$ cat config.mk
export PLATFORM = sky130hd
export DESIGN_NAME = line_refill_ctrl
export DESIGN_NICKNAME = d
export VERILOG_FILES = /design/src/rtl/refill_pkg.sv /design/src/rtl/refill_seq.sv /design/src/rtl/refill_linebuf.sv /design/src/rtl/refill_fill.sv /design/src/rtl/line_refill_ctrl.sv
export SDC_FILE = /design/constraint.sdc
export NUM_CORES = 1
export LEC_CHECK = 0
export ABC_CLOCK_PERIOD_IN_PS = 8800
export CAP_MARGIN = 20
export CORE_MARGIN = 10
export CORE_UTILIZATION = 45
export CTS_CLUSTER_DIAMETER = 150
export DETAILED_ROUTE_END_ITERATION = 7
export PLACE_DENSITY = 0.83
export SETUP_SLACK_MARGIN = 0.2
export SKIP_CTS_REPAIR_TIMING = 1
export SYNTH_ARGS = -nofsm -noshare
export SYNTH_HDL_FRONTEND = slang
export SYNTH_HIERARCHICAL = 1
export SYNTH_SLANG_ARGS = --single-unit
$ cat constraint.sdc
create_clock -name clk -period 8.8 [get_ports clk]
set_input_delay 1.76 -clock clk [delete_from_list [all_inputs] [get_ports clk]]
set_output_delay 1.76 -clock clk [all_outputs]
set_load 0.02 [all_outputs]
$ cat src/rtl/refill_pkg.sv
package refill_pkg;
   typedef enum logic [0:0] {RF_IDLE = 1'b0, RF_BUS = 1'b1} rf_state_e;

   typedef struct packed {
      logic ifetch;
      logic uncached;
      logic single;
   } rf_kind_t;

   function automatic int unsigned rf_log2(input int unsigned v);
      int unsigned r;
      r = 0;
      while ((32'd1 << r) < v) r++;
      return r;
   endfunction
endpackage

$ cat src/rtl/refill_seq.sv
module refill_seq
   import refill_pkg::*;
#(
   parameter int unsigned ADDR_W = 32,
   parameter int unsigned DATA_W = 32,
   parameter int unsigned WORDS  = 4
) (
   input  logic                  clk,
   input  logic                  rst_n,
   input  logic                  miss_req,
   input  logic [ADDR_W-1:0]     miss_addr,
   input  rf_kind_t              miss_kind,
   input  logic                  bus_ack,
   input  logic                  bus_err,
   output logic                  bus_req,
   output logic                  bus_burst,
   output logic [ADDR_W-1:0]     bus_addr,
   output logic                  beat_wr,
   output logic [rf_log2(WORDS)-1:0] beat_idx,
   output logic                  last_ok,
   output rf_kind_t              kind_q,
   output logic [ADDR_W-1:0]     addr_q,
   output logic                  err_ifetch,
   output logic                  err_data
);
   localparam int unsigned BYTE_OFS = rf_log2(DATA_W / 8);
   localparam int unsigned WOFS_W   = rf_log2(WORDS);
   localparam int unsigned LINE_OFS = WOFS_W + BYTE_OFS;
   localparam logic [WOFS_W-1:0] LAST_BEAT = WOFS_W'(WORDS - 1);

   rf_state_e          state_q;
   logic [WOFS_W-1:0]  beat_q;
   logic               in_bus, abort, is_last, accept;

   assign in_bus  = (state_q == RF_BUS);
   assign abort   = in_bus & bus_err;
   assign beat_wr = in_bus & bus_ack & ~bus_err;
   assign is_last = kind_q.single | (beat_q == LAST_BEAT);
   assign last_ok = beat_wr & is_last;
   assign accept  = (state_q == RF_IDLE) & miss_req;

   assign beat_idx  = kind_q.single ? addr_q[BYTE_OFS +: WOFS_W] : beat_q;
   assign bus_req   = in_bus;
   assign bus_burst = in_bus & ~kind_q.single;
   assign bus_addr  = {addr_q[ADDR_W-1:LINE_OFS], beat_idx, {BYTE_OFS{1'b0}}};

   always_ff @(posedge clk) begin
      if (!rst_n) begin
         state_q <= RF_IDLE;
         beat_q  <= '0;
         addr_q  <= '0;
         kind_q  <= '0;
      end else begin
         unique case (state_q)
            RF_IDLE: begin
               if (accept) begin
                  state_q <= RF_BUS;
                  addr_q  <= miss_addr;
                  kind_q  <= miss_kind;
                  beat_q  <= '0;
               end
            end
            RF_BUS: begin
               if (abort) begin
                  state_q <= RF_IDLE;
               end else if (beat_wr) begin
                  if (is_last) state_q <= RF_IDLE;
                  else         beat_q  <= beat_q + 1'b1;
               end
            end
            default: state_q <= RF_IDLE;
         endcase
      end
   end

   always_ff @(posedge clk) begin
      if (!rst_n) begin
         err_ifetch <= 1'b0;
         err_data   <= 1'b0;
      end else begin
         err_ifetch <= abort &  kind_q.ifetch;
         err_data   <= abort & ~kind_q.ifetch;
      end
   end


   bus_end_on_err_chk: assert property (@(posedge clk) disable iff (!rst_n)
      (bus_req && bus_err) |=> !bus_req);


   idle_err_ignored_chk: assert property (@(posedge clk) disable iff (!rst_n)
      (!bus_req && bus_err) |=> !(err_ifetch || err_data));


   line_addr_hold_chk: assert property (@(posedge clk) disable iff (!rst_n)
      (bus_req && !bus_err && !last_ok) |=>
         (bus_req && $stable(bus_addr[ADDR_W-1:LINE_OFS])));


   err_side_onehot_chk: assert property (@(posedge clk) disable iff (!rst_n)
      $onehot0({err_ifetch, err_data}));
endmodule

$ cat src/rtl/refill_linebuf.sv
module refill_linebuf
   import refill_pkg::*;
#(
   parameter int unsigned DATA_W = 32,
   parameter int unsigned WORDS  = 4
) (
   input  logic                      clk,
   input  logic                      rst_n,
   input  logic                      wr,
   input  logic [rf_log2(WORDS)-1:0] wr_idx,
   input  logic [DATA_W-1:0]         wdata,
   input  logic [rf_log2(WORDS)-1:0] sel_idx,
   output logic [WORDS*DATA_W-1:0]   line,
   output logic [DATA_W-1:0]         sel_word
);
   localparam int unsigned WOFS_W = rf_log2(WORDS);

   logic [DATA_W-1:0] word_q [WORDS];

   for (genvar i = 0; i < WORDS; i++) begin : g_word
      always_ff @(posedge clk) begin
         if (!rst_n)                            word_q[i] <= '0;
         else if (wr && wr_idx == WOFS_W'(i))   word_q[i] <= wdata;
      end
      assign line[i*DATA_W +: DATA_W] = word_q[i];
   end

   assign sel_word = word_q[sel_idx];
endmodule

$ cat src/rtl/refill_fill.sv
module refill_fill
   import refill_pkg::*;
#(
   parameter int unsigned WORDS = 4
) (
   input  logic                      clk,
   input  logic                      rst_n,
   input  logic                      last_ok,
   input  rf_kind_t                  kind,
   input  logic [rf_log2(WORDS)-1:0] word_ofs,
   output logic                      fill_we,
   output logic [WORDS-1:0]          fill_wmask,
   output logic                      done
);
   localparam int unsigned WOFS_W = rf_log2(WORDS);

   logic [WORDS-1:0] mask_d;

   for (genvar i = 0; i < WORDS; i++) begin : g_mask
      assign mask_d[i] = ~kind.single | (word_ofs == WOFS_W'(i));
   end

   always_ff @(posedge clk) begin
      if (!rst_n) begin
         fill_we    <= 1'b0;
         done       <= 1'b0;
         fill_wmask <= '0;
      end else begin
         fill_we    <= last_ok & ~kind.uncached;
         done       <= last_ok;
         fill_wmask <= mask_d;
      end
   end
endmodule

$ cat src/rtl/line_refill_ctrl.sv
module line_refill_ctrl
   import refill_pkg::*;
#(
   parameter int unsigned ADDR_W  = 32,
   parameter int unsigned DATA_W  = 32,
   parameter int unsigned WORDS   = 4,
   parameter int unsigned INDEX_W = 8,
   localparam int unsigned BYTE_OFS = rf_log2(DATA_W / 8),
   localparam int unsigned WOFS_W   = rf_log2(WORDS),
   localparam int unsigned LINE_OFS = WOFS_W + BYTE_OFS,
   localparam int unsigned TAG_W    = ADDR_W - INDEX_W - LINE_OFS
) (
   input  logic                    clk,
   input  logic                    rst_n,
   input  logic                    cfg_single_word,
   input  logic                    miss_req,
   input  logic [ADDR_W-1:0]       miss_addr,
   input  logic                    miss_ifetch,
   input  logic                    miss_uncached,
   output logic                    bus_req,
   output logic                    bus_burst,
   output logic [ADDR_W-1:0]       bus_addr,
   input  logic                    bus_ack,
   input  logic [DATA_W-1:0]       bus_rdata,
   input  logic                    bus_err,
   output logic                    fill_we,
   output logic [WORDS-1:0]        fill_wmask,
   output logic [INDEX_W-1:0]      fill_index,
   output logic [TAG_W-1:0]        fill_tag,
   output logic [WORDS*DATA_W-1:0] fill_line,
   output logic                    done,
   output logic [DATA_W-1:0]       done_word,
   output logic                    err_ifetch,
   output logic                    err_data
);
   if (DATA_W < 8 || (DATA_W & (DATA_W - 1)) != 0) begin : g_bad_data_w
      $error("DATA_W must be a power of two of at least 8");
   end
   if (WORDS < 2 || (WORDS & (WORDS - 1)) != 0) begin : g_bad_words
      $error("WORDS must be a power of two of at least 2");
   end
   if (ADDR_W <= INDEX_W + LINE_OFS) begin : g_bad_tag
      $error("ADDR_W leaves no tag bits");
   end

   rf_kind_t          req_kind, kind_q;
   logic              beat_wr, last_ok;
   logic [WOFS_W-1:0] beat_idx;
   logic [ADDR_W-1:0] addr_q;

   assign req_kind.ifetch   = miss_ifetch;
   assign req_kind.uncached = miss_uncached;
   assign req_kind.single   = miss_uncached | cfg_single_word;

   refill_seq #(.ADDR_W(ADDR_W), .DATA_W(DATA_W), .WORDS(WORDS)) u_seq (
      .clk        (clk),
      .rst_n      (rst_n),
      .miss_req   (miss_req),
      .miss_addr  (miss_addr),
      .miss_kind  (req_kind),
      .bus_ack    (bus_ack),
      .bus_err    (bus_err),
      .bus_req    (bus_req),
      .bus_burst  (bus_burst),
      .bus_addr   (bus_addr),
      .beat_wr    (beat_wr),
      .beat_idx   (beat_idx),
      .last_ok    (last_ok),
      .kind_q     (kind_q),
      .addr_q     (addr_q),
      .err_ifetch (err_ifetch),
      .err_data   (err_data)
   );

   refill_linebuf #(.DATA_W(DATA_W), .WORDS(WORDS)) u_buf (
      .clk      (clk),
      .rst_n    (rst_n),
      .wr       (beat_wr),
      .wr_idx   (beat_idx),
      .wdata    (bus_rdata),
      .sel_idx  (addr_q[BYTE_OFS +: WOFS_W]),
      .line     (fill_line),
      .sel_word (done_word)
   );

   refill_fill #(.WORDS(WORDS)) u_fill (
      .clk        (clk),
      .rst_n      (rst_n),
      .last_ok    (last_ok),
      .kind       (kind_q),
      .word_ofs   (addr_q[BYTE_OFS +: WOFS_W]),
      .fill_we    (fill_we),
      .fill_wmask (fill_wmask),
      .done       (done)
   );

   assign fill_index = addr_q[LINE_OFS +: INDEX_W];
   assign fill_tag   = addr_q[ADDR_W-1 -: TAG_W];


   fill_after_clean_beat_chk: assert property (@(posedge clk) disable iff (!rst_n)
      fill_we |-> $past(bus_req && bus_ack && !bus_err));


   no_fill_on_err_chk: assert property (@(posedge clk) disable iff (!rst_n)
      (bus_req && bus_err) |=> (!fill_we && !done));


   err_after_abort_chk: assert property (@(posedge clk) disable iff (!rst_n)
      (err_ifetch || err_data) |-> $past(bus_req && bus_err));


   restart_after_abort_chk: assert property (@(posedge clk) disable iff (!rst_n)
      ((err_ifetch || err_data) && miss_req) |=> bus_req);


   uncached_no_fill_chk: assert property (@(posedge clk) disable iff (!rst_n)
      (done && !fill_we) |-> $past(kind_q.uncached));
endmodule

Word-level counts from Yosys, hierarchy flattened:

Memory sizes are Yosys's and may differ from the RTL's. A register that Yosys moved wholly into a read port is not among the register bits.
Index checks and enable logic that the tools add are counted.

* add/sub/neg operators: 1
* eq/ne operators: 11
* muxes and demuxes: 30
* bitwise gates (word level): 24
* reduce and logical (&&, ||, !) cells: 8

Operators by type and width (count)
* 32-bit 2-to-1 mux: 4
* 1-bit 2-to-1 mux: 17
* 2-bit 2-to-1 mux: 7
* 2-bit equality test, second input constant: 5
* 1-bit OR: 10
* 1-bit AND: 9
* 1-bit inverter: 5
* 2-bit by 1-bit equality test with 1-bit output, second input constant: 2
* 1-bit logical AND: 4
* 2-bit logical NOT: 2
* 2-bit by 1-bit inequality test with 1-bit output, second input constant: 2
* 2-bit inequality test, second input constant: 2
* 2-bit one-hot mux with 2 select lines: 1
* 4-bit AND reduction: 1
* 2-bit by 1-bit adder with 2-bit output, second input constant: 1
* 1-bit one-hot mux with 2 select lines: 1
* 2-bit AND reduction: 1

* register bits after elaboration: 46
* bits in writable memories: 128
* input bits: 72
* output and inout bits: 230
* logic and storage cells: 86
* memories: 1

Memory list
* u_buf.word_q: depth 4, bits a word 32, read ports 5, clocked after memory_dff 1, wr ports 4, RTL line refill_linebuf.sv:18 `logic [DATA_W-1:0] word_q [WORDS];`

Logic depth before layout (Yosys ltp):

Gate-level depths: netlist of run 1.

* depth in word-level cells: 7
* depth in mapped cells: 5
* depth with buffers taken out: 5

By module:

Netlist of run 1, hierarchy kept.

By module, submodules not included
* refill_linebuf: instances 1, cells each 318, area an instance 5582.9 um^2
* refill_seq: instances 1, cells each 214, area an instance 1810.5 um^2
* refill_fill: instances 1, cells each 16, area an instance 193.9 um^2
* line_refill_ctrl: instances 1, cells each 1, area an instance 6.3 um^2

Worst setup path after synthesis of run 1:

OpenSTA, ideal clock, no wires.

* path type: input to register
* start point: input bus_err
* end point: memory u_buf.word_q[1][0], enable pin
* arrival time: 4444 ps
* required time: 8334 ps
* path slack: 3891 ps
* cell stages on the path: 4
* buffers on the path: 0
* path through: nand3b_1 -> inv_1 -> nand2b_1 -> o21ai_0

RTL lines
* from (decl): RTL line line_refill_ctrl.sv:25 `input logic bus_err,`
* to (decl): RTL line refill_linebuf.sv:18

==> impl_metrics.py, run 1 <==
metrics = {
    "setup_path": {
        "r2r_cells": 4,
        "end_kind": "output port",
        "crit_path_cell_trace": "buf_4 > mux4_1 > clkdlybuf4s50_1",
        "timing.critical_path.fanout_max": 38,
        "critPathKind": "flip-flop to output port",
        "timing.rr.end": "u_buf/word_q[2][10]",
        "cp.arrival_ns": 2.54,
        "rrSetupSlack_ns": 6.00,
        "r2r-start": "u_seq/addr_q[3]",
        "crit_family": "buffers and inverters",
        "cp_slowest_stage_delay_ns": 0.66,
        "slowest_stage": "mux4_1",
        "required_ns": 7.04,
        "start_kind": "flip-flop",
        "cp_num_buf_inv": 2,
    },
    "routing": {
        "drt-initial-drc-count": 274,
        "routed_wirelength_um": 22500,
        "drc": 0,
        "drt-wirelength-per-cell_um": 21.6,
        "ant_nets": 0,
        "dr.pass1.iters": 4,
        "routed_via_density": 5.07,
        "vias": 5272,
    },
    "placement": {
        "hpwl_um": 16800,
        "dp_slack_ns": 4.65,
        "io_buffers": 297,
        "gp_congestion": 0.807,
    },
    "worst_hold_path": {
        "hold_class": "flip-flop to flip-flop",
        "min_from": "u_seq/kind_q[2]",
        "min_to": "u_seq/err_data",
        "hold_depth": 1,
    },
    "pwr": {
        "p_sw_frac": 0.249,
        "combPwrFrac": 0.156,
        "p_seq_frac": 0.474,
        "pwr_density_cell_nw_per_um2": 178,
        "power_frac_clock": 0.370,
        "leakage_uw": 0.00401,
        "ir_drop_mv": 0.125,
        "p_int_uw": 1480,
        "p_sw_uw": 489,
    },
    "synth": {
        "synth_area_um2": 7520,
        "yosys_warnings": 6,
        "synthCells": 541,
        "postSynthAreaPerCell_um2": 13.9,
    },
    "floorplanning": {
        "design.core.area_um2": 16500,
        "fp.dieH_um": 149,
        "chipWidth_um": 149,
        "io_pins": 302,
        "start_util": 0.457,
        "die_area_um2": 22300,
        "fp-row-count": 47,
    },
    "finish": {
        "final_common_cell": "clkdlybuf4s50_1",
        "drive_above_1_share": 0.106,
        "syn_to_final_growth_pct": 47.1,
        "final_cell_mix": "297 x clkdlybuf4s50_1, 128 x edfxtp_1, 125 x and2_1, 68 x nand2_1, 42 x dfxtp_1",
        "antenna_cells": 0,
        "layout.nets": 879,
    },
    "timing": {
        "setup_tns_ns": 0,
        "worst_pin_slew_ns": 1.01,
        "setup_viol": 0,
        "fin_crit_ns": 4.30,
        "post-route-period-util": 0.489,
        "slew_violations": 0,
        "max_freq_mhz": 232,
        "worst_slack_ns": 4.50,
        "hold_viol_final": 0,
        "fin_skew_ns": 0.00602,
        "slew_headroom": 0.326,
        "rsz0062_at_grt": "no",
    },
    "clock_network": {
        "cts_max_path_buffers": 2,
        "cts_tree": "yes",
        "cts.sink_count": 172,
        "clockRootBuffer": "clkbuf_16",
        "cts_inserted_buffers": 17,
        "clock_latency_ns": 0.41,
        "cts.htree.levels": 4,
        "clkSlewWorstSetupHoldPaths_ns": 0.06,
    },
    "global_route": {
        "antenna_found_initial": 1,
        "grt_max_degree": 53,
        "grt_pass1_wl_um": 33300,
        "grt_usage": 0.194,
        "grt_pass1_vias": 5712,
        "grt.overflow.total": 0,
    },
    "run": {
        "drv_cap": 0,
    },
    "outcome": {
        "status": "completed",
    },
}
## worst register-to-register path: cells and delay by family, from the launching register on
family          cells  cell delay [ns]
compound gates      1             0.49
flops               1             0.96
mux                 1             0.46
buf+inv             1             0.41
simple gates        1             0.15
## through the flow
stage / cells / area, um^2 / power (uW) / hold slack (ns) / util
2_1_floorplan: 542 / 7530 / 1100 / 0.413 / -
3_5_place_dp: 1006 / 10500 / 1260 / 0.437 / 0.636
3_3_place_gp: 1004 / 10400 / 1250 / 0.425 / 0.634
4_1_cts: 1038 / 11000 / 1980 / 0.440 / 0.670
5_1_grt: 1039 / 11100 / 2030 / 0.461 / 0.672
6_report: 1039 / 11100 / 1970 / 0.438 / 0.672
## registers in the layout (all words and copies together) (netlist names)
signal and cells:
u_seq/addr_q 30, u_seq/err_ifetch 1, u_seq/bus_req 1, u_fill/done 1, u_seq/beat_q 2, u_seq/kind_q 3
u_fill/fill_wmask 4, u_buf/word_q 128, u_seq/err_data 1, u_fill/fill_we 1
## power by group through the flow
stage                     combinational (uW)  clock, uW  sequential [uW]
after floorplan                          114          0              985
after detailed placement                 310          0              950
after global routing                     323        773              937
after CTS                                311        739              933
after global placement                   305          0              947
final                                    306        727              932
## area by class of cell
cell class / instances / area [um^2]
Inverter: 3 / 11.3
Multi-Input combinational cell: 304 / 2390
Sequential cell: 172 / 4730
Tap cell: 220 / 275
Clock inverter: 14 / 145
Timing Repair Buffer: 308 / 3090
Fill cell: 1132 / 5400
Clock buffer: 18 / 429
## routing by layer
layer / vias up / global-route usage / share of wire
li1: 2399 / - / -
met1: 2565 / 0.204 / 0.36
met2: 275 / 0.341 / 0.51
met3: 31 / 0.0856 / 0.11
met4: 2 / 0.0613 / 0.017
met5: - / 0 / 0.00058
## worst max path at each step
stage                          end            start  slack, ns  depth (start not counted)
2_1_floorplan   u_buf/word_q[1][0]          bus_err       3.89                          4
3_3_place_gp    u_buf/word_q[2][3]            rst_n       4.69                          4
3_5_place_dp   u_buf/word_q[3][15]            rst_n       4.65                          4
4_1_cts              done_word[31]  u_seq/addr_q[2]       4.42                          3
5_1_grt              done_word[31]  u_seq/addr_q[2]       4.34                          3
6_report             done_word[31]  u_seq/addr_q[2]       4.50                          3
Note: power is estimated with default switching activity, not from simulation.
==> inputs of run 2 (changes only) <==
ABC_CLOCK_PERIOD_IN_PS = 3500   (was 8800)
CORE_UTILIZATION = 40   (was 45)
PLACE_DENSITY = 0.78   (was 0.83)
clock period = 3.5 ns   (was 8.8 ns; I/O delays follow)
==> impl_metrics.py, run 2 (synthesized netlist as in run 1, its figures left out) <==
metrics = {
    "finish": {
        "reg_top3": "u_buf/word_q x128, u_seq/addr_q x30, u_fill/fill_wmask x4",
        "drive_above_1_share": 0.113,
        "final_cell_mix": "297 x clkdlybuf4s50_1, 128 x edfxtp_1, 125 x and2_1, 68 x nand2_1, 42 x dfxtp_1",
        "n_fill_cell": 1524,
        "syn_to_final_growth_pct": 47.1,
        "antenna_cells": 0,
        "final_common_cell": "clkdlybuf4s50_1",
        "layout.nets": 884,
        "largest_reg_flops": 128,
        "final_cell_area_um2": 11100,
        "regMostFlops": "u_buf/word_q",
    },
    "timing": {
        "slew_violations": 0,
        "post-route-period-util": 0.908,
        "setup_tns_ns": 0,
        "worst_pin_slew_ns": 0.773,
        "slew_headroom": 0.484,
        "rsz0062_at_grt": "no",
        "max_freq_mhz": 315,
        "setup_viol": 0,
        "fin_crit_ns": 3.18,
        "worst_slack_ns": 0.323,
        "hold_viol_final": 0,
        "fin_skew_ns": 0.0213,
    },
    "pwr": {
        "leakage_uw": 0.00402,
        "pwr_density_cell_nw_per_um2": 439,
        "p_int_uw": 3580,
        "power_frac_clock": 0.358,
        "ir_drop_mv": 0.296,
        "p_sw_uw": 1270,
        "combPwrFrac": 0.162,
        "p_seq_frac": 0.480,
        "p_sw_frac": 0.262,
    },
    "setup_path": {
        "r2r_cells": 5,
        "crit_path_end": "done_word[25]",
        "rrSetupSlack_ns": 0.99,
        "end_kind": "output port",
        "cp_num_buf_inv": 2,
        "timing.critical_path.fanout_max": 15,
        "critPathKind": "flip-flop to output port",
        "timing.rr.end": "u_buf/word_q[3][20]",
        "required_ns": 2.80,
        "cp_slowest_stage_delay_ns": 0.58,
        "crit_cells": 3,
        "crit_start": "u_seq/addr_q[2]",
        "slowest_stage": "clkdlybuf4s50_1",
        "r2r-start": "u_seq/addr_q[2]",
        "crit_path_cell_trace": "buf_4 > mux4_2 > clkdlybuf4s50_1",
        "crit_family": "buffers and inverters",
        "cp.arrival_ns": 2.48,
        "start_kind": "flip-flop",
    },
    "placement": {
        "io_buffers": 297,
        "dp_slack_ns": 0.672,
        "gp_congestion": 0.754,
        "hpwl_um": 16400,
        "placed_area_um2": 10500,
    },
    "clock_network": {
        "clock_latency_ns": 0.44,
        "cts_max_path_buffers": 2,
        "clockRootBuffer": "clkbuf_16",
        "cts_inserted_buffers": 17,
        "cts_tree": "yes",
        "cts.sink_count": 172,
        "clkSlewWorstSetupHoldPaths_ns": 0.07,
        "cts.htree.levels": 4,
    },
    "routing": {
        "drt-wirelength-per-cell_um": 21.5,
        "drt-initial-drc-count": 225,
        "routed_via_density": 4.93,
        "vias": 5215,
        "dr.pass1.iters": 4,
        "ant_nets": 0,
        "drc": 0,
        "routed_wirelength_um": 22700,
    },
    "global_route": {
        "grt-busiest-layer": "met2",
        "grt_use_met1": 0.192,
        "grt.overflow.total": 0,
        "grt_pass1_vias": 5640,
        "grt_pass1_wl_um": 33400,
        "grt_usage": 0.180,
        "met2_usage": 0.316,
        "grt_max_degree": 45,
        "antenna_found_initial": 0,
        "use_met3": 0.0781,
    },
    "worst_hold_path": {
        "hold_depth": 2,
        "hold_class": "flip-flop to flip-flop",
    },
    "floorplanning": {
        "chipWidth_um": 157,
        "fp.dieH_um": 157,
        "fp-row-count": 50,
        "design.core.area_um2": 18600,
        "start_util": 0.405,
        "die_area_um2": 24700,
        "io_pins": 302,
    },
    "outcome": {
        "status": "completed",
    },
    "run": {
        "drv_cap": 0,
    },
}
run 2: how the worst min path moves through the flow:
| stage | startpoint | end | slack (ns) |
|---|---|---|---|
| 2_1_floorplan | u_seq/kind_q[2] | u_seq/err_data | 0.41 |
| 3_3_place_gp | u_seq/kind_q[2] | u_seq/err_data | 0.43 |
| 3_5_place_dp | u_seq/kind_q[2] | u_seq/err_data | 0.44 |
| 4_1_cts | u_seq/kind_q[2] | u_seq/err_ifetch | 0.45 |
| 5_1_grt | u_seq/kind_q[2] | u_seq/err_ifetch | 0.46 |
| 6_report | u_seq/kind_q[2] | u_seq/err_ifetch | 0.44 |
run 2: cell type report:
cell class	count	area (um^2)	share of cell area
repair buffers	313	3110	0.281
multi-input cells	304	2390	0.216
clock inverters	15	119	0.0107
well taps	234	293	0.0264
clock buffers	17	425	0.0384
flip-flops and latches	172	4730	0.427
inverters	3	11.3	0.00102
run 2: power groups by stage:
stage / registers [uW] / clock network [uW] / logic, uW
6_report: 2330 / 1740 / 786
5_1_grt: 2340 / 1870 / 829
4_1_cts: 2330 / 1770 / 800
3_5_place_dp: 2380 / 0 / 797
3_3_place_gp: 2370 / 0 / 789
2_1_floorplan: 2480 / 0 / 287
run 2: per-stage QoR:
stage	std cells	util	power [uW]	hold WS [ns]
global route	1058	0.596	5040	0.463
CTS	1058	0.596	4900	0.447
finish	1058	0.596	4860	0.440
floorplan	542	-	2760	0.413
detailed placement	1026	0.566	3180	0.442
global placement	1026	0.566	3160	0.430
run 2: tightest hold or removal path, cell delays in order, from the launching register on:
cell and delay, ns:
dfxtp_1 0.32, inv_1 0.05, nor2_1 0.04
run 2: routing by layer:
| layer | wire length (um) | up-vias |
|---|---|---|
| li1 | - | 2418 |
| met2 | 11700 | 216 |
| met4 | 326 | 0 |
| met5 | 0 | - |
| met1 | 8460 | 2558 |
| met3 | 2290 | 23 |
==> inputs of run 3 (changes only) <==
CORE_UTILIZATION = 45   (was 40)
DONT_BUFFER_PORTS = 1   (was not set)
PLACE_DENSITY = not set   (was 0.78)
SLEW_MARGIN = 20   (was not set)
==> impl_metrics.py, run 3 (synthesized netlist as in run 1, its figures left out) <==
metrics = {
    "finish": {
        "register_area_um2": 4730,
        "largest_reg_flops": 128,
        "layout.nets": 583,
        "multi_input_area_um2": 2390,
        "antenna_cells": 0,
        "layout.cells.non_filler": 742,
        "final_common_cell": "edfxtp_1",
        "final_cell_mix": "128 x edfxtp_1, 125 x and2_1, 68 x nand2_1, 42 x dfxtp_1, 30 x mux4_2",
        "regMostFlops": "u_buf/word_q",
        "reg_top3": "u_buf/word_q x128, u_seq/addr_q x30, u_fill/fill_wmask x4",
        "n_fill_cell": 1421,
        "fin_util": 0.493,
        "drive_above_1_share": 0.169,
        "syn_to_final_growth_pct": 7.85,
    },
    "timing": {
        "rsz0062_at_grt": "no",
        "slew_headroom": 0.346,
        "worst_pin_slew_ns": 0.982,
        "hold_viol_final": 0,
        "max_freq_mhz": 374,
        "slew_violations": 0,
        "post-route-period-util": 0.764,
        "fin_skew_ns": 0.0132,
        "setup_viol": 0,
        "setup_tns_ns": 0,
        "fin_crit_ns": 2.67,
    },
    "floorplanning": {
        "design.core.area_um2": 16500,
        "chipWidth_um": 149,
        "start_util": 0.457,
        "fp-row-count": 47,
        "fp.dieH_um": 149,
        "die_area_um2": 22300,
        "io_pins": 302,
    },
    "outcome": {
        "status": "completed",
    },
    "global_route": {
        "antenna_found_initial": 0,
        "grt_max_degree": 53,
        "grt.overflow.total": 0,
        "grt_usage": 0.169,
        "grt_pass1_vias": 4461,
        "grt_pass1_wl_um": 28200,
    },
    "clock_network": {
        "cts_max_path_buffers": 2,
        "cts.sink_count": 172,
        "clkSlewWorstSetupHoldPaths_ns": 0.06,
        "clockRootBuffer": "clkbuf_16",
        "cts.htree.levels": 4,
        "cts_inserted_buffers": 17,
        "cts_tree": "yes",
        "clock_latency_ns": 0.42,
    },
    "routing": {
        "dr.pass1.iters": 4,
        "routed_via_density": 5.48,
        "vias": 4068,
        "ant_nets": 0,
        "drt-wirelength-per-cell_um": 26.0,
        "drc": 0,
        "drt-initial-drc-count": 161,
        "routed_wirelength_um": 19300,
    },
    "placement": {
        "io_buffers": 0,
        "hpwl_um": 13600,
        "gp_congestion": 0.729,
        "placed_cells": 711,
    },
    "run": {
        "drv_cap": 0,
    },
    "pwr": {
        "leakage_uw": 0.00292,
        "total_power_uw": 4650,
        "ir_drop_mv": 0.311,
        "pwr_density_cell_nw_per_um2": 573,
    },
    "setup_path": {
        "timing.critical_path.fanout_max": 33,
        "cp.arrival_ns": 1.97,
        "critPathKind": "flip-flop to output port",
        "required_ns": 2.80,
        "end_kind": "output port",
        "start_kind": "flip-flop",
    },
    "worst_hold_path": {
        "hold_class": "input port to flip-flop",
    },
}
## run 3: cell count changes in the layout (fill, tap and decap cells not counted)
cell and change:
clkinv_8 -1, inv_8 -1, buf_12 +1, nor2b_2 -1, clkinv_4 -3, clkinvlp_4 +1
clkdlybuf4s50_1 -297, clkinv_2 -1, bufinv_16 +3, buf_4 -5, nor2b_4 +1, inv_6 +1
## run 3: worst max-delay path, stage by stage, from the launching register on
cell and delay [ns]:
dfxtp_2 0.47, buf_12 0.31, mux4_1 0.77
## run 3: path summary, 6_finish.rpt
check	from	endpoint	slack, ns	cells after the start
worst max-delay path	u_seq/addr_q[2]	done_word[31]	0.83	2
worst min-delay path	miss_addr[3]	u_seq/addr_q[3]	0.41	2
worst max register to register	u_seq/kind_q[0]	u_buf/word_q[2][10]	1.04	4
worst min register to register	u_seq/kind_q[2]	u_seq/err_data	0.44	1
## run 3: where the power goes
group | switching (uW) | internal [uW] | leakage [uW]
Combinational | 173 | 99.4 | 0.000952
Clock | 772 | 1120 | 0.000285
Sequential | 209 | 2280 | 0.00168
## run 3: layout make-up
cell class                      count  area share
Timing Repair Buffer               12      0.0142
Clock buffer                       17      0.0524
Tap cell                          220      0.0339
Clock inverter                     14      0.0205
Sequential cell                   172       0.583
Multi-Input combinational cell    304       0.295
Inverter                            3     0.00139
## run 3: per-stage QoR
stage | hold WS, ns | setup slack (ns) | instance area (um^2)
floorplan | 0.413 | -0.349 | 7530
global placement | 0.430 | 0.999 | 7520
detailed placement | 0.434 | 0.967 | 7520
CTS | 0.388 | 0.763 | 8110
global route | 0.382 | 0.715 | 8110
finish | 0.410 | 0.826 | 8110
## run 3: per-layer routing
| metal | track usage | vias to the layer above | share of wire |
|---|---|---|---|
| li1 | - | 1805 | - |
| met1 | 0.181 | 2020 | 0.36 |
| met2 | 0.282 | 226 | 0.51 |
| met3 | 0.0904 | 17 | 0.13 |
| met4 | 0.0496 | 0 | 0.0080 |
| met5 | 0 | - | 0 |
